===== src/rtl/session_seq_pkg.sv =====
package session_seq_pkg;

  typedef enum logic [3:0] {
    S_IDLE,
    S_LATCH,
    S_RD_TYPE,
    S_RD_NUM,
    S_RD_DRAW,
    S_BUZZ,
    S_CMP,
    S_DRAW_GO,
    S_DRAW_WAIT,
    S_WR_RES
  } seqState_t;

  // strobes from control to datapath
  typedef struct packed {
    logic latchDip;
    logic capType;
    logic capNum;
    logic capDraw;
    logic evalCode;
  } dpCtrl_t;

  localparam int CODE_TYPE_ERR = 1;
  localparam int CODE_NUM_ERR  = 2;
  localparam int CODE_OK       = 5;

endpackage


===== src/rtl/session_seq_dp.sv =====
module session_seq_dp
  import session_seq_pkg::*;
#(
  parameter int W      = 8,
  parameter int DRAW_W = 2
) (
  input  logic              clk,
  input  logic              rstN,
  input  dpCtrl_t           ctrl,
  input  logic [W-1:0]      rdData,
  input  logic [W-1:0]      dipType,
  input  logic [W-1:0]      dipNum,
  output logic              typeMatch,
  output logic              numMatch,
  output logic [W-1:0]      resultCode,
  output logic [DRAW_W-1:0] drawValue
);

  logic [W-1:0]      actType, actNum, reqType, reqNum;
  logic [DRAW_W-1:0] drawReg;
  logic [W-1:0]      codeReg;

  always_ff @(posedge clk) begin
    if (!rstN) begin
      actType <= '0;
      actNum  <= '0;
      reqType <= '0;
      reqNum  <= '0;
      drawReg <= '0;
      codeReg <= '0;
    end else begin
      if (ctrl.latchDip) begin
        actType <= dipType;
        actNum  <= dipNum;
      end
      if (ctrl.capType) reqType <= rdData;
      if (ctrl.capNum)  reqNum  <= rdData;
      if (ctrl.capDraw) drawReg <= rdData[DRAW_W-1:0];
      if (ctrl.evalCode) begin
        if (actType != reqType)     codeReg <= W'(CODE_TYPE_ERR);
        else if (actNum != reqNum)  codeReg <= W'(CODE_NUM_ERR);
        else                        codeReg <= W'(CODE_OK);
      end
    end
  end

  assign typeMatch  = (actType == reqType);
  assign numMatch   = (actNum == reqNum);
  assign resultCode = codeReg;
  assign drawValue  = drawReg;

endmodule


===== src/rtl/session_seq_ctrl.sv =====
module session_seq_ctrl
  import session_seq_pkg::*;
(
  input  logic    clk,
  input  logic    rstN,
  input  logic    hostReady,
  input  logic    rdAck,
  input  logic    wrAck,
  input  logic    drawDone,
  input  logic    typeMatch,
  input  logic    numMatch,
  output dpCtrl_t ctrl,
  output logic    rdReq,
  output logic    wrReq,
  output logic    buzzReq,
  output logic    drawStart,
  output logic    busy
);

  seqState_t state, nextState;

  always_ff @(posedge clk) begin
    if (!rstN) state <= S_IDLE;
    else       state <= nextState;
  end

  always_comb begin
    nextState = state;
    unique case (state)
      S_IDLE:      if (hostReady) nextState = S_LATCH;
      S_LATCH:     nextState = S_RD_TYPE;
      S_RD_TYPE:   if (rdAck) nextState = S_RD_NUM;
      S_RD_NUM:    if (rdAck) nextState = S_RD_DRAW;
      S_RD_DRAW:   if (rdAck) nextState = S_BUZZ;
      S_BUZZ:      nextState = S_CMP;
      S_CMP:       nextState = (typeMatch && numMatch) ? S_DRAW_GO : S_WR_RES;
      S_DRAW_GO:   nextState = S_DRAW_WAIT;
      S_DRAW_WAIT: if (drawDone) nextState = S_WR_RES;
      S_WR_RES:    if (wrAck) nextState = S_IDLE;
      default:     nextState = S_IDLE;
    endcase
  end

  always_comb begin
    ctrl          = '0;
    ctrl.latchDip = (state == S_LATCH);
    ctrl.capType  = (state == S_RD_TYPE) && rdAck;
    ctrl.capNum   = (state == S_RD_NUM)  && rdAck;
    ctrl.capDraw  = (state == S_RD_DRAW) && rdAck;
    ctrl.evalCode = (state == S_CMP);
  end

  assign rdReq     = (state == S_RD_TYPE) || (state == S_RD_NUM) || (state == S_RD_DRAW);
  assign wrReq     = (state == S_WR_RES);
  assign buzzReq   = (state == S_BUZZ);
  assign drawStart = (state == S_DRAW_GO);
  assign busy      = (state != S_IDLE);

endmodule


===== src/rtl/session_seq.sv =====
module session_seq
  import session_seq_pkg::*;
#(
  parameter int W      = 8,
  parameter int DRAW_W = 2
) (
  input  logic              clk,
  input  logic              rstN,
  input  logic              hostReady,
  output logic              rdReq,
  input  logic              rdAck,
  input  logic [W-1:0]      rdData,
  output logic              wrReq,
  input  logic              wrAck,
  output logic [W-1:0]      wrData,
  input  logic [W-1:0]      dipType,
  input  logic [W-1:0]      dipNum,
  output logic              buzzReq,
  output logic              drawStart,
  output logic [DRAW_W-1:0] drawValue,
  input  logic              drawDone,
  output logic              busy
);

  dpCtrl_t ctrl;
  logic    typeMatch, numMatch;

  session_seq_ctrl u_ctrl (
    .clk       (clk),
    .rstN      (rstN),
    .hostReady (hostReady),
    .rdAck     (rdAck),
    .wrAck     (wrAck),
    .drawDone  (drawDone),
    .typeMatch (typeMatch),
    .numMatch  (numMatch),
    .ctrl      (ctrl),
    .rdReq     (rdReq),
    .wrReq     (wrReq),
    .buzzReq   (buzzReq),
    .drawStart (drawStart),
    .busy      (busy)
  );

  session_seq_dp #(.W(W), .DRAW_W(DRAW_W)) u_dp (
    .clk        (clk),
    .rstN       (rstN),
    .ctrl       (ctrl),
    .rdData     (rdData),
    .dipType    (dipType),
    .dipNum     (dipNum),
    .typeMatch  (typeMatch),
    .numMatch   (numMatch),
    .resultCode (wrData),
    .drawValue  (drawValue)
  );

endmodule


===== config.mk =====
export PLATFORM = sky130hd
export DESIGN_NAME = session_seq
export DESIGN_NICKNAME = d
export VERILOG_FILES = /design/src/rtl/session_seq_pkg.sv /design/src/rtl/session_seq_dp.sv /design/src/rtl/session_seq_ctrl.sv /design/src/rtl/session_seq.sv
export SDC_FILE = /design/constraint.sdc
export NUM_CORES = 1
export LEC_CHECK = 0
export BUFFER_PORTS_ARGS = -buffer_cell sky130_fd_sc_hd__buf_4
export CORE_AREA = 3 3 66 68
export CTS_CLUSTER_SIZE = 10
export DETAILED_ROUTE_END_ITERATION = 7
export DIE_AREA = 0 0 69 71
export PLACE_DENSITY = 0.78
export SETUP_SLACK_MARGIN = 0.4
export SLEW_MARGIN = 40
export SYNTH_ARGS = -nofsm -noshare
export SYNTH_HDL_FRONTEND = slang
export SYNTH_SLANG_ARGS = --single-unit

===== constraint.sdc =====
create_clock -name clk -period 1.73 [get_ports clk]
set_input_delay 0.173 -clock clk [delete_from_list [all_inputs] [get_ports clk]]
set_output_delay 0.173 -clock clk [all_outputs]
set_load 0.03 [all_outputs]

Word level (Yosys, flattened, before mapping)
Cells that the tools add are included.
Widths: inputs -> output; s select.
- bits in registers: 46
- bits of input ports: 30
- logic and storage cells: 45
- output and inout port bits: 15
- reduce and logical (&&, ||, !) cells: 9
- multiplexer cells: 10
- eq/ne operators: 19
- operators by type and width (operator ; count):
    $pmux 4 s10 ; 1
    $mux 4 ; 7
    $eq 4x3->1 const B ; 4
    $eq 8x8->1 ; 2
    $ne 8x8->1 ; 2
    $ne 2x2->1 const B ; 5
    $eq 4x2->1 const B ; 2
    $eq 4x4->1 const B ; 2
    $mux 8 ; 1
    $reduce_and 6->1 ; 1
    $eq 4x1->1 const B ; 1
    $logic_and 1x1->1 ; 4
    $logic_not 4->1 ; 1
    $reduce_bool 4->1 ; 1
    $mux 3 ; 1
    $logic_or 1x1->1 ; 2
    $ne 2x1->1 const B ; 1

Depth between registers and ports, before layout
Gate-level depths: netlist of run 1.
- depth in word-level cells: 4
- mapped depth: 6
- depth with buffers taken out: 4

Cells and area by module
From an unflattened synthesis of run 1, not the netlist that was laid out.
- cells, all modules: 200
- area, all modules: 1991.9 µm²
- by module, submodules not included (module ; seq. area each (µm²) ; cells an instance ; area each (µm²) ; times used):
    session_seq_dp ; 740.7 ; 148 ; 1597.8 ; 1
    session_seq_ctrl ; 80.1 ; 52 ; 394.1 ; 1

Worst setup path after synthesis of run 1
No wires, ideal clock.
- kind: register to register
- from: register u_dp.reqType[1]
- to: register u_ctrl.state[3]
- data required time: 1.608 ns
- data arrival time: 1.235 ns
- path buffers: 0
- stages on the path, launching flop included: 5
- setup time: 0.122 ns
- setup slack: 0.373 ns
- clock period less this slack: 1.357 ns
- cells stage by stage: dfxtp_1 > xor2_1 > nor4_4 > nand4_2 > o311a_1
- cells in the longest elaborated chain, start to end: 4
- RTL lines (what ; line ; text):
    start: declaration ; session_seq_dp.sv:19 ; logic [W-1:0] actType, actNum, reqType, reqNum;
    start signal: assignment ; session_seq_dp.sv:36 ; if (ctrl.capType) reqType <= rdData;
    $eq 8x8->1 ; session_seq_dp.sv:47 ; assign typeMatch = (actType == reqType);
    $logic_and 1x1->1 ; session_seq_ctrl.sv:36 ; S_CMP: nextState = (typeMatch && numMatch) ? S_DRAW_GO : S_WR_RES;
    $mux 4 ; session_seq_ctrl.sv:36 ;
    $pmux 4 s10 ; session_seq_ctrl.sv:29 ; unique case (state)
    end signal: assignment ; session_seq_ctrl.sv:24 ; else state <= nextState;
    end: declaration ; session_seq_ctrl.sv:20 ; seqState_t state, nextState;
Every way passes these cells.
A chain may end at the register's enable or synchronous reset.

Worst setup path in the final report of run 1
- from: register u_ctrl.state[2]
- to: register u_ctrl.state[3]
- cells in the longest elaborated chain, start to end: 3
- elaborated cells on any way between the ends: 18
- those cells by class: 15 x eq/ne; 1 x mux; 2 x reduce/logical
- RTL lines (what ; line):
    $eq 4x4->1 (tied with other cells) ; session_seq_ctrl.sv:29
    $ne 2x2->1 (no source line) or $ne 2x1->1 (tied branches) ; -
    $reduce_and 6->1 (no source line) ; -
Several ways; a longest one is shown, not always the timed one.

==> metrics.txt, run 1 <==
# TYPE chip_impl_metric gauge
chip_impl_metric{name="vdd.ir_drop.worst",unit="mV"} 0.652
chip_impl_metric{name="timing.max_cap.violations",unit=""} 0
chip_impl_info{name="crit_type",value="flip-flop to flip-flop"} 1
chip_impl_metric{name="tmin_final",unit="ns"} 1.51
chip_impl_metric{name="global_route_overflow",unit=""} 0
chip_impl_metric{name="seq_power_share",unit=""} 0.418
chip_impl_metric{name="syn-cell-area",unit="um2"} 2020
chip_impl_metric{name="multiplexer_fraction_of_the_synthesized_cell_area",unit=""} 0.0944
chip_impl_metric{name="routed_wire_length_per_instance",unit="um"} 15.4
chip_impl_metric{name="portBuffers",unit=""} 39
chip_impl_metric{name="synth_compound_area_frac",unit=""} 0.115
chip_impl_metric{name="route.antenna.remaining_nets",unit=""} 0
chip_impl_metric{name="synth_area_per_cell",unit="um2"} 9.38
chip_impl_metric{name="finish.net_count",unit=""} 310
chip_impl_metric{name="fin_crit_sh",unit=""} 0.874
chip_impl_metric{name="p_comb_frac",unit=""} 0.326
chip_impl_metric{name="num_antenna_cells",unit=""} 0
chip_impl_metric{name="die_width",unit="um"} 69
chip_impl_metric{name="cts-hold-fix-buffers",unit=""} 0
chip_impl_metric{name="htree_levels",unit=""} 2
chip_impl_metric{name="hold_viol",unit=""} 0
chip_impl_metric{name="wl",unit="mm"} 5.08
chip_impl_metric{name="clock_sink_count",unit=""} 41
chip_impl_metric{name="dr_wl_met3",unit="um"} 334
chip_impl_info{name="clock-root-buffer",value="clkbuf_8"} 1
chip_impl_info{name="capturing_element_type_of_the_critical_path",value="flip-flop"} 1
chip_impl_metric{name="synth_largest_type_area_fraction",unit=""} 0.407
chip_impl_metric{name="route.detailed.vias_per_inst",unit=""} 5.32
chip_impl_metric{name="fraction_of_power_spent_switching_nets",unit=""} 0.317
chip_impl_info{name="critPathLaunchType",value="flip-flop"} 1
chip_impl_metric{name="postSynth.asyncResetShare",unit=""} 0
chip_impl_metric{name="detailedRoute.firstPassIterationCount",unit=""} 4
chip_impl_metric{name="total_of_flip_flops_plus_latches_after_synthesis",unit=""} 41
chip_impl_info{name="worstSetupStartpoint",value="u_ctrl.state[2]"} 1
chip_impl_info{name="tritoncts_clock_tree",value="built"} 1
chip_impl_info{name="synth_commonest_cells",value="dfxtp_1 (41), nand2_1 (40), nor2b_1 (20)"} 1
chip_impl_info{name="rsz0062_at_grt",value="true"} 1
chip_impl_metric{name="core",unit="um2"} 3910
chip_impl_info{name="synth_flop_cell",value="dfxtp_1"} 1
chip_impl_metric{name="clock_insertion_delay_worst_skew",unit="ns"} 0.30
chip_impl_info{name="yosysTopAreaCell",value="dfxtp_1"} 1
chip_impl_info{name="run_status",value="finished, final reports clean"} 1
chip_impl_metric{name="drcViolationCount",unit=""} 0
chip_impl_metric{name="first_pass_grt_wire_length",unit="mm"} 6.75
chip_impl_info{name="crit-reg2reg-launch",value="u_ctrl.state[2]"} 1
chip_impl_metric{name="grt_max_degree",unit=""} 42
chip_impl_metric{name="fmaxAchievable",unit="MHz"} 662
chip_impl_metric{name="net-switching-power",unit="uW"} 807
chip_impl_metric{name="synth_seq_area_share",unit=""} 0.407
chip_impl_metric{name="clockPowerShare",unit=""} 0.256
chip_impl_metric{name="cts_made_buffers",unit=""} 5
chip_impl_metric{name="finalWeightedCongestion",unit=""} 0.767
chip_impl_metric{name="synthSimpleGateAreaFrac",unit=""} 0.264
chip_impl_metric{name="num_rows",unit=""} 23
chip_impl_metric{name="clock_tree_skew_after_final_layout",unit="ns"} 0.00889
chip_impl_metric{name="yosys.area_share.adder",unit=""} 0
chip_impl_metric{name="synth_cells",unit=""} 215
chip_impl_metric{name="cp_max_fo",unit=""} 6
chip_impl_metric{name="timing.critical_path.required",unit="ns"} 1.97
chip_impl_info{name="synth.top_cells.by_area",value="dfxtp_1 (41%), mux2i_1 (9.4%), nand2_1 (7.4%), xor2_1 (7.0%), nor2b_1 (6.2%)"} 1
chip_impl_metric{name="via_count",unit=""} 1756
chip_impl_metric{name="share_of_layout_cells_above_drive_strength_1",unit=""} 0.439
chip_impl_info{name="top_layer_used",value="met4"} 1
chip_impl_metric{name="finalSetupViolations",unit=""} 0
chip_impl_metric{name="dieHeight",unit="um"} 71
chip_impl_metric{name="synth_warnings",unit=""} 0
chip_impl_metric{name="report.power.total",unit="mW"} 2.55
chip_impl_metric{name="grt_antenna_before_repair",unit=""} 0
chip_impl_info{name="min_path_type",value="primary input to flip-flop"} 1
chip_impl_metric{name="cp.arrival",unit="ns"} 1.75
chip_impl_metric{name="leakage_dissipation",unit="nW"} 1.34
chip_impl_metric{name="starting_drt_drc_count",unit=""} 163
chip_impl_metric{name="floorplan.io_pins",unit=""} 45
chip_impl_metric{name="synth-xor-area-share",unit=""} 0.0695
chip_impl_info{name="combinational_family_with_the_most_area_after_synthesis",value="simple AND/OR/NAND/NOR gates"} 1
chip_impl_metric{name="final.setup.tns",unit="ns"} 0
chip_impl_metric{name="floorplan_die_area",unit="um2"} 4900
chip_impl_metric{name="intPower",unit="mW"} 1.74
chip_impl_metric{name="synth_cell_types",unit=""} 39
chip_impl_metric{name="start_util",unit=""} 0.515
chip_impl_info{name="hold_path_startpoint",value="dipNum[0]"} 1
chip_impl_metric{name="clk_transition_reported_paths",unit="ns"} 0.08
chip_impl_metric{name="wirelength_met1",unit="mm"} 2.10
chip_impl_metric{name="maxSlewViolCount",unit=""} 0
chip_impl_metric{name="number_of_synthesized_flops_with_an_enable_pin",unit=""} 0
chip_impl_metric{name="power_per_cell_area",unit="nW/um2"} 902
chip_impl_metric{name="post-dp-hpwl",unit="mm"} 2.81
chip_impl_metric{name="first_global_vias",unit=""} 1443
chip_impl_metric{name="cts_buffer_depth",unit=""} 2
chip_impl_metric{name="grt.total_usage",unit=""} 0.174
chip_impl_metric{name="detailroute.wirelength.met2",unit="mm"} 2.55
chip_impl_info{name="yosysMostFrequentCell",value="dfxtp_1"} 1
chip_impl_metric{name="areaGrowthSynthToFinish",unit="%"} 40.1
## sequential cells by signal (all words and copies together) (netlist names)
name,count
u_dp.actType,8
u_dp.drawValue,2
u_dp.reqNum,8
u_dp.actNum,8
u_dp.resultCode,3
u_dp.reqType,8
u_ctrl.state,4
## layout make-up
class	instances	area (um2)
inverter	1	3.75
clock buffer	6	82.6
fill	283	1090
multi-input combinational	162	1250
tap	50	62.6
sequential	41	842
clock inverter	1	7.51
timing repair buffer	69	574
## cells in the final DEF (no fill, tap or decap), types with 2 or more instances in the layout
cell      instances
dfxtp_2           5
nor4_4            4
a21boi_1         14
buf_6            13
a21boi_0          2
dfxtp_4           4
conb_1            5
nor2_1            2
nand3_1           2
nor2_4            3
or2_2             2
xor2_1           13
clkbuf_8          6
dfxtp_1          32
o22ai_1           2
a21oi_1           3
nand2_1          33
nand3_4           2
buf_4            55
mux2i_1          19
nand2_2           7
xor2_2            3
nor2b_1          19
## what timing repair did
item / 4_1_cts / 5_1_grt
endpoints found under the setup margin: 40 / 44
endpoints found under the hold margin: 0 / 0
gates cloned: 0 / 1
buffers inserted: 4 / 20
gates resized for setup: 12 / 63
pin swaps: 7 / 20
## per-layer routing
| metal | track usage | up-vias |
|---|---|---|
| li1 | - | 839 |
| met1 | 0.235 | 842 |
| met2 | 0.264 | 65 |
| met3 | 0.0540 | 10 |
| met4 | 0.0586 | 0 |
| met5 | 0 | - |
## worst paths after layout
| kind | slack [ns] | endpoint | depth (start not counted) |
|---|---|---|---|
| setup / recovery | 0.22 | u_ctrl.state[3] | 6 |
| hold / removal | 0.11 | u_dp.actNum[0] | 3 |
| setup reg to reg | 0.22 | u_ctrl.state[3] | 6 |
| hold reg to reg | 0.47 | u_dp.actType[3] | 2 |
## through the flow
| step | util | worst slack [ns] | hold slack, ns | cell area [um2] | std cells |
|---|---|---|---|---|---|
| after global routing | 0.722 | 0.142 | 0.120 | 2820 | 330 |
| after CTS | 0.636 | 0.253 | 0.126 | 2490 | 309 |
| final | 0.722 | 0.219 | 0.114 | 2820 | 330 |
| after floorplan | - | 0.374 | 0.308 | 2030 | 219 |
| after global placement | 0.596 | 0.263 | 0.426 | 2330 | 298 |
| after detailed placement | 0.596 | 0.227 | 0.438 | 2330 | 298 |
## logic make-up (layout without fill, tap and decap cells)
logic type / after synthesis / count (layout)
muxes: 19 / 19
other: 1 / 5
AOI/OAI and AO/OA: 32 / 32
buffers and inverters: 16 / 77
and+or+nand+nor: 90 / 90
xor gates and xnor gates: 16 / 16
DFF: 41 / 41
## power by group through the flow
| stage | registers, mW | clock network (mW) | logic (mW) |
|---|---|---|---|
| floorplan | 1.05 | 0 | 0.428 |
| global placement | 1.08 | 0 | 0.549 |
| detailed placement | 1.08 | 0 | 0.561 |
| CTS | 1.06 | 0.648 | 0.619 |
| global route | 1.07 | 0.695 | 0.895 |
| finish | 1.06 | 0.652 | 0.831 |
## critical path: stages, from the launching register on
cell and delay (ns):
dfxtp_4 0.38, buf_6 0.12, buf_6 0.11, or3b_4 0.40, a21oi_1 0.12, o21bai_1 0.14, o311a_1 0.18
(Power assumes the default switching activity.)
==> inputs of run 2 (changes only) <==
Settings changed: GPL_TIMING_DRIVEN from default to 0.
==> run 2 against run 1 <==
Net effect: register-to-register slack better by 0.04 ns; clock skew down 0.0033 ns; critical path depth down 1; via count down 6.8%; final cell count down 0.30%; combinational power down 9.1%; largest power group unchanged.
==> metrics.txt, run 2 (synthesized netlist as in run 1, its figures left out) <==
# TYPE chip_impl_metric gauge
chip_impl_info{name="run_status",value="finished, final reports clean"} 1
chip_impl_metric{name="fillerInstances",unit=""} 328
chip_impl_metric{name="clock_tree_skew_after_final_layout",unit="ns"} 0.00559
chip_impl_metric{name="wl",unit="mm"} 4.40
chip_impl_metric{name="detailedRoute.firstPassIterationCount",unit=""} 4
chip_impl_metric{name="finish.utilization",unit=""} 0.691
chip_impl_metric{name="via_count",unit=""} 1636
chip_impl_metric{name="die_width",unit="um"} 69
chip_impl_info{name="mostFrequentLayoutCell",value="buf_4"} 1
chip_impl_metric{name="rr_worst_depth",unit=""} 4
chip_impl_metric{name="routed_wire_length_per_instance",unit="um"} 13.4
chip_impl_info{name="rsz0062_at_grt",value="true"} 1
chip_impl_metric{name="vdd.ir_drop.worst",unit="mV"} 0.713
chip_impl_metric{name="grt_antenna_before_repair",unit=""} 0
chip_impl_metric{name="first_global_vias",unit=""} 1508
chip_impl_metric{name="start_util",unit=""} 0.515
chip_impl_metric{name="report.power.total",unit="mW"} 2.60
chip_impl_metric{name="timing.critical_path.required",unit="ns"} 1.56
chip_impl_info{name="min_path_type",value="primary input to flip-flop"} 1
chip_impl_metric{name="drcViolationCount",unit=""} 0
chip_impl_metric{name="leakage_dissipation",unit="nW"} 1.31
chip_impl_metric{name="finalWeightedCongestion",unit=""} 0.845
chip_impl_metric{name="route.antenna.remaining_nets",unit=""} 0
chip_impl_metric{name="clock_sink_count",unit=""} 41
chip_impl_metric{name="worst_hold_slack",unit="ns"} 0.117
chip_impl_metric{name="timing.max_cap.violations",unit=""} 0
chip_impl_info{name="capturing_element_type_of_the_critical_path",value="output port"} 1
chip_impl_metric{name="areaGrowthSynthToFinish",unit="%"} 34.1
chip_impl_metric{name="finalSetupViolations",unit=""} 0
chip_impl_metric{name="fin_ws",unit="ns"} 0.251
chip_impl_metric{name="crit_cells",unit=""} 5
chip_impl_info{name="timing.critical_path.slowest_stage_cell",value="dfxtp_2"} 1
chip_impl_metric{name="global_route_overflow",unit=""} 0
chip_impl_info{name="clock-root-buffer",value="clkbuf_8"} 1
chip_impl_info{name="layout.cells.most_common_list",value="buf_4 (54), nand2_1 (39), dfxtp_1 (37), mux2i_1 (19), nor2b_1 (18)"} 1
chip_impl_metric{name="portBuffers",unit=""} 39
chip_impl_metric{name="fin_crit_sh",unit=""} 0.855
chip_impl_info{name="cpLargestDelayFamily",value="flip-flops"} 1
chip_impl_metric{name="grt.total_usage",unit=""} 0.181
chip_impl_metric{name="cts_buffer_depth",unit=""} 2
chip_impl_metric{name="grt_max_degree",unit=""} 13
chip_impl_metric{name="share_of_layout_cells_above_drive_strength_1",unit=""} 0.348
chip_impl_metric{name="post-dp-hpwl",unit="mm"} 2.98
chip_impl_metric{name="cp.arrival",unit="ns"} 1.31
chip_impl_info{name="cpMostUsedCell",value="nor2_1"} 1
chip_impl_info{name="worstSetupStartpoint",value="u_ctrl.state[1]"} 1
chip_impl_metric{name="num_antenna_cells",unit=""} 0
chip_impl_info{name="hold_path_startpoint",value="dipType[3]"} 1
chip_impl_metric{name="min_delay_path_depth",unit=""} 3
chip_impl_info{name="tritoncts_clock_tree",value="built"} 1
chip_impl_info{name="crit-reg2reg-launch",value="u_dp.reqType[4]"} 1
chip_impl_metric{name="starting_drt_drc_count",unit=""} 108
chip_impl_metric{name="clk_transition_reported_paths",unit="ns"} 0.08
chip_impl_metric{name="num_rows",unit=""} 23
chip_impl_info{name="critPathLaunchType",value="flip-flop"} 1
chip_impl_info{name="cp_cell_sequence",value="buf_6 -> and2b_4 -> nor2_1 -> nor2_1 -> buf_4"} 1
chip_impl_metric{name="post-place-ws",unit="ns"} 0.229
chip_impl_metric{name="cts_made_buffers",unit=""} 5
chip_impl_metric{name="hold_viol",unit=""} 0
chip_impl_metric{name="finish.net_count",unit=""} 308
chip_impl_metric{name="path_buf_inv",unit=""} 2
chip_impl_metric{name="cts-hold-fix-buffers",unit=""} 0
chip_impl_metric{name="floorplan.io_pins",unit=""} 45
chip_impl_metric{name="floorplan_die_area",unit="um2"} 4900
chip_impl_metric{name="timing.critical_path.slowest_cell_delay",unit="ns"} 0.35
chip_impl_metric{name="cp_max_fo",unit=""} 5
chip_impl_metric{name="clock_insertion_delay_worst_skew",unit="ns"} 0.29
chip_impl_metric{name="maxSlewViolCount",unit=""} 0
chip_impl_metric{name="htree_levels",unit=""} 2
chip_impl_metric{name="dieHeight",unit="um"} 71
chip_impl_metric{name="route.detailed.vias_per_inst",unit=""} 4.97
chip_impl_metric{name="core",unit="um2"} 3910
chip_impl_metric{name="power_per_cell_area",unit="nW/um2"} 960
chip_impl_metric{name="final.setup.tns",unit="ns"} 0
chip_impl_info{name="crit_type",value="flip-flop to output port"} 1
chip_impl_metric{name="tmin_final",unit="ns"} 1.48
chip_impl_metric{name="first_pass_grt_wire_length",unit="mm"} 7.00
chip_impl_metric{name="fmaxAchievable",unit="MHz"} 676
run 2: cell types whose count changed in the layout (fill, tap and decap cells not counted), sizes merged:
cell	previous run	this run
clkbuf	6	11
buf	69	63
bufinv	0	1
clkinvlp	1	0
run 2: cell type report:
cell class / count / area, um2 / area share
well taps: 50 / 62.6 / 0.0231
clock buffers: 7 / 86.3 / 0.0319
repair buffers: 52 / 415 / 0.154
plain buffers: 15 / 109 / 0.0403
inverters: 1 / 3.75 / 0.00139
flip-flops and latches: 41 / 826 / 0.305
clock inverters: 1 / 30.0 / 0.0111
multi-input cells: 162 / 1170 / 0.433
run 2: what timing repair did:
action / CTS / global route
pin swaps: 4 / 5
gates cloned: 2 / 0
setup buffers: 6 / 5
gates resized for setup: 19 / 9
hold endpoints to repair: 0 / 0
endpoints found under the setup margin: 33 / 29
run 2: final timing paths:
check               endpoint  slack, ns
max reg2reg  u_ctrl.state[3]       0.26
min reg2reg  u_dp.actType[3]       0.47
min          u_dp.actType[3]       0.12
max                    rdReq       0.25
run 2: report_power, final:
part           internal [mW]  total, mW  switching, mW
logic                  0.386      0.755          0.369
clock network          0.470      0.792          0.321
registers               1.00       1.05         0.0443
run 2: per-layer routing:
layer  global-route usage  up-vias  share of wire
li1                     -      838              -
met1                0.224      749           0.45
met2                0.302       43           0.48
met3               0.0497        6          0.054
met4               0.0651        0          0.013
met5                    0        -              0
run 2: metrics by stage:
stage / std cells / instance area (um2)
floorplan: 219 / 2030
global placement: 308 / 2390
detailed placement: 308 / 2390
CTS: 324 / 2620
global route: 329 / 2700
finish: 329 / 2700
run 2: tightest hold or removal path: cells and delay by family:
kind | cells | cell delay [ns]
buf+inv | 1 | 0.11
compound gates | 1 | 0.05
simple gates | 1 | 0.04
==> inputs of run 3 (changes only) <==
Settings changed: CELL_PAD_IN_SITES_DETAIL_PLACEMENT from default to 0, CELL_PAD_IN_SITES_GLOBAL_PLACEMENT from default to 1, CORE_AREA 3 3 66 68 to 3 3 75 77, DIE_AREA 0 0 69 71 to 0 0 78 80.
==> run 3 against run 2 <==
Net effect: first-iteration DRC count fell by 28%; setup slack gained 0.021 ns; cell area rose by 5.0%; clock skew down 0.0018 ns; sequential share of layout area decreased by 1.3 points; largest power group unchanged; non-clock buffer count increased by 4.
==> metrics.txt, run 3 (synthesized netlist as in run 1, its figures left out) <==
# TYPE chip_impl_metric gauge
chip_impl_info{name="run_status",value="finished, final reports clean"} 1
chip_impl_metric{name="clock_insertion_delay_worst_skew",unit="ns"} 0.28
chip_impl_metric{name="route.detailed.vias_per_inst",unit=""} 4.65
chip_impl_metric{name="dieHeight",unit="um"} 80
chip_impl_metric{name="wl",unit="mm"} 4.60
chip_impl_metric{name="floorplan.io_pins",unit=""} 45
chip_impl_info{name="worst_r2r_endpoint",value="u_ctrl.state[3]"} 1
chip_impl_metric{name="clock_tree_skew_after_final_layout",unit="ns"} 0.00374
chip_impl_metric{name="share_of_layout_cells_above_drive_strength_1",unit=""} 0.378
chip_impl_metric{name="maxSlewViolCount",unit=""} 0
chip_impl_metric{name="timing.max_cap.violations",unit=""} 0
chip_impl_metric{name="fin_crit_sh",unit=""} 0.843
chip_impl_metric{name="cts_buffer_depth",unit=""} 2
chip_impl_metric{name="net-switching-power",unit="uW"} 749
chip_impl_metric{name="final.setup.tns",unit="ns"} 0
chip_impl_metric{name="clockPowerShare",unit=""} 0.301
chip_impl_metric{name="post-place-ws",unit="ns"} 0.177
chip_impl_metric{name="cts_made_buffers",unit=""} 5
chip_impl_metric{name="first_pass_grt_wire_length",unit="mm"} 7.53
chip_impl_metric{name="clk_transition_reported_paths",unit="ns"} 0.08
chip_impl_metric{name="final_cell_count_no_fill",unit=""} 353
chip_impl_metric{name="first_global_vias",unit=""} 1555
chip_impl_metric{name="seq_power_share",unit=""} 0.402
chip_impl_info{name="hold_path_startpoint",value="dipNum[5]"} 1
chip_impl_metric{name="p_comb_frac",unit=""} 0.297
chip_impl_metric{name="starting_drt_drc_count",unit=""} 78
chip_impl_metric{name="intPower",unit="mW"} 1.86
chip_impl_info{name="hold-path-endpoint",value="u_dp.actNum[5]"} 1
chip_impl_metric{name="core",unit="um2"} 5070
chip_impl_metric{name="reg2reg_setup_slack",unit="ns"} 0.28
chip_impl_metric{name="routed_wire_length_per_instance",unit="um"} 13.0
chip_impl_metric{name="via_count",unit=""} 1642
chip_impl_metric{name="leakage_dissipation",unit="nW"} 1.35
chip_impl_metric{name="num_rows",unit=""} 26
chip_impl_metric{name="fin_ws",unit="ns"} 0.272
chip_impl_metric{name="power_per_cell_area",unit="nW/um2"} 920
chip_impl_metric{name="die_width",unit="um"} 78
chip_impl_metric{name="timing.critical_path.required",unit="ns"} 1.56
chip_impl_metric{name="finalWeightedCongestion",unit=""} 0.783
chip_impl_info{name="mostFrequentLayoutCell",value="buf_4"} 1
chip_impl_metric{name="vdd.ir_drop.worst",unit="mV"} 0.440
chip_impl_metric{name="grt_antenna_before_repair",unit=""} 0
chip_impl_metric{name="grt_max_degree",unit=""} 13
chip_impl_metric{name="global_route_overflow",unit=""} 0
chip_impl_metric{name="worst_hold_slack",unit="ns"} 0.135
chip_impl_metric{name="start_util",unit=""} 0.397
chip_impl_metric{name="clock_sink_count",unit=""} 41
chip_impl_metric{name="fraction_of_power_spent_switching_nets",unit=""} 0.287
chip_impl_info{name="capturing_element_type_of_the_critical_path",value="output port"} 1
chip_impl_metric{name="finalSetupViolations",unit=""} 0
chip_impl_metric{name="cp.arrival",unit="ns"} 1.28
chip_impl_metric{name="drcViolationCount",unit=""} 0
chip_impl_info{name="tritoncts_clock_tree",value="built"} 1
chip_impl_metric{name="detailedRoute.firstPassIterationCount",unit=""} 4
chip_impl_metric{name="finish.net_count",unit=""} 312
chip_impl_info{name="clock-root-buffer",value="clkbuf_8"} 1
chip_impl_metric{name="min_delay_path_depth",unit=""} 3
chip_impl_metric{name="floorplan_die_area",unit="um2"} 6240
chip_impl_metric{name="placed_cells_incl_taps",unit=""} 328
chip_impl_metric{name="hold_viol",unit=""} 0
chip_impl_info{name="crit-reg2reg-launch",value="u_dp.reqNum[5]"} 1
chip_impl_info{name="min_path_type",value="primary input to flip-flop"} 1
chip_impl_metric{name="fmaxAchievable",unit="MHz"} 686
chip_impl_metric{name="grt.total_usage",unit=""} 0.156
chip_impl_info{name="rsz0062_at_grt",value="true"} 1
chip_impl_info{name="crit_type",value="flip-flop to output port"} 1
chip_impl_metric{name="post-dp-hpwl",unit="mm"} 3.19
chip_impl_metric{name="portBuffers",unit=""} 39
chip_impl_metric{name="rr_worst_depth",unit=""} 4
chip_impl_metric{name="route.antenna.remaining_nets",unit=""} 0
chip_impl_metric{name="tmin_final",unit="ns"} 1.46
chip_impl_metric{name="cp_max_fo",unit=""} 5
chip_impl_metric{name="htree_levels",unit=""} 2
chip_impl_info{name="layout.cells.most_common_list",value="buf_4 (53), nand2_1 (36), dfxtp_1 (36), mux2i_1 (19), nor2b_1 (18)"} 1
chip_impl_metric{name="num_antenna_cells",unit=""} 0
chip_impl_metric{name="areaGrowthSynthToFinish",unit="%"} 40.8
chip_impl_info{name="critPathLaunchType",value="flip-flop"} 1
chip_impl_metric{name="finish.utilization",unit=""} 0.559
[run 3: cell types whose count changed in the layout (fill, tap and decap cells not counted), sizes merged]
cell	change
buf	+4
[run 3: power by group through the flow]
stage                     Clock [mW]  Combinational, mW  Sequential, mW
after detailed placement           0              0.591            1.06
final                          0.786              0.777            1.05
after floorplan                    0              0.428            1.05
after global placement             0              0.587            1.06
after global routing           0.864              0.851            1.06
after CTS                      0.812              0.687            1.05
[run 3: timing repair]
action,CTS,global route
pin swaps,7,11
setup buffers,7,8
cloned,2,0
endpoints found under the setup margin,36,36
hold buffers,0,0
resized for setup,26,18
[run 3: area by class of cell]
type | count | area, um2
well taps | 70 | 87.6
repair buffers | 56 | 463
plain buffers | 15 | 116
clock inverters | 1 | 30.0
fillers | 502 | 2240
multi-input cells | 162 | 1220
inverters | 1 | 3.75
clock buffers | 7 | 86.3
flip-flops and latches | 41 | 830
[run 3: per-stage QoR]
step / area (um2) / total power, mW
after global placement: 2410 / 1.65
after floorplan: 2030 / 1.48
after detailed placement: 2410 / 1.65
final: 2840 / 2.61
after CTS: 2680 / 2.55
after global routing: 2840 / 2.77
[run 3: per-layer routing]
layer  vias to the layer above  part of all wire  global-route usage
li1                        850                 -                   -
met1                       752              0.48               0.211
met2                        34              0.47               0.237
met3                         6             0.035              0.0384
met4                         0             0.014              0.0612
met5                         -                 0                   0
[run 3: worst max path at each step]
stage                         start               to  slack (ns)  cells past startpoint
floorplan            u_dp.reqNum[1]  u_ctrl.state[3]        0.37                      4
global route        u_dp.reqType[0]  u_ctrl.state[3]        0.17                      4
detailed placement  u_ctrl.state[1]   u_dp.actNum[4]        0.18                      5
global placement     u_dp.reqNum[5]  u_ctrl.state[3]        0.23                      4
finish              u_ctrl.state[0]          buzzReq        0.27                      3
CTS                 u_dp.reqType[1]  u_ctrl.state[3]        0.27                      4
[run 3: worst max-delay path, stage by stage (launching register included)]
cell and delay (ns):
dfxtp_4 0.39, nor2b_2 0.28, and2_1 0.17, buf_4 0.15
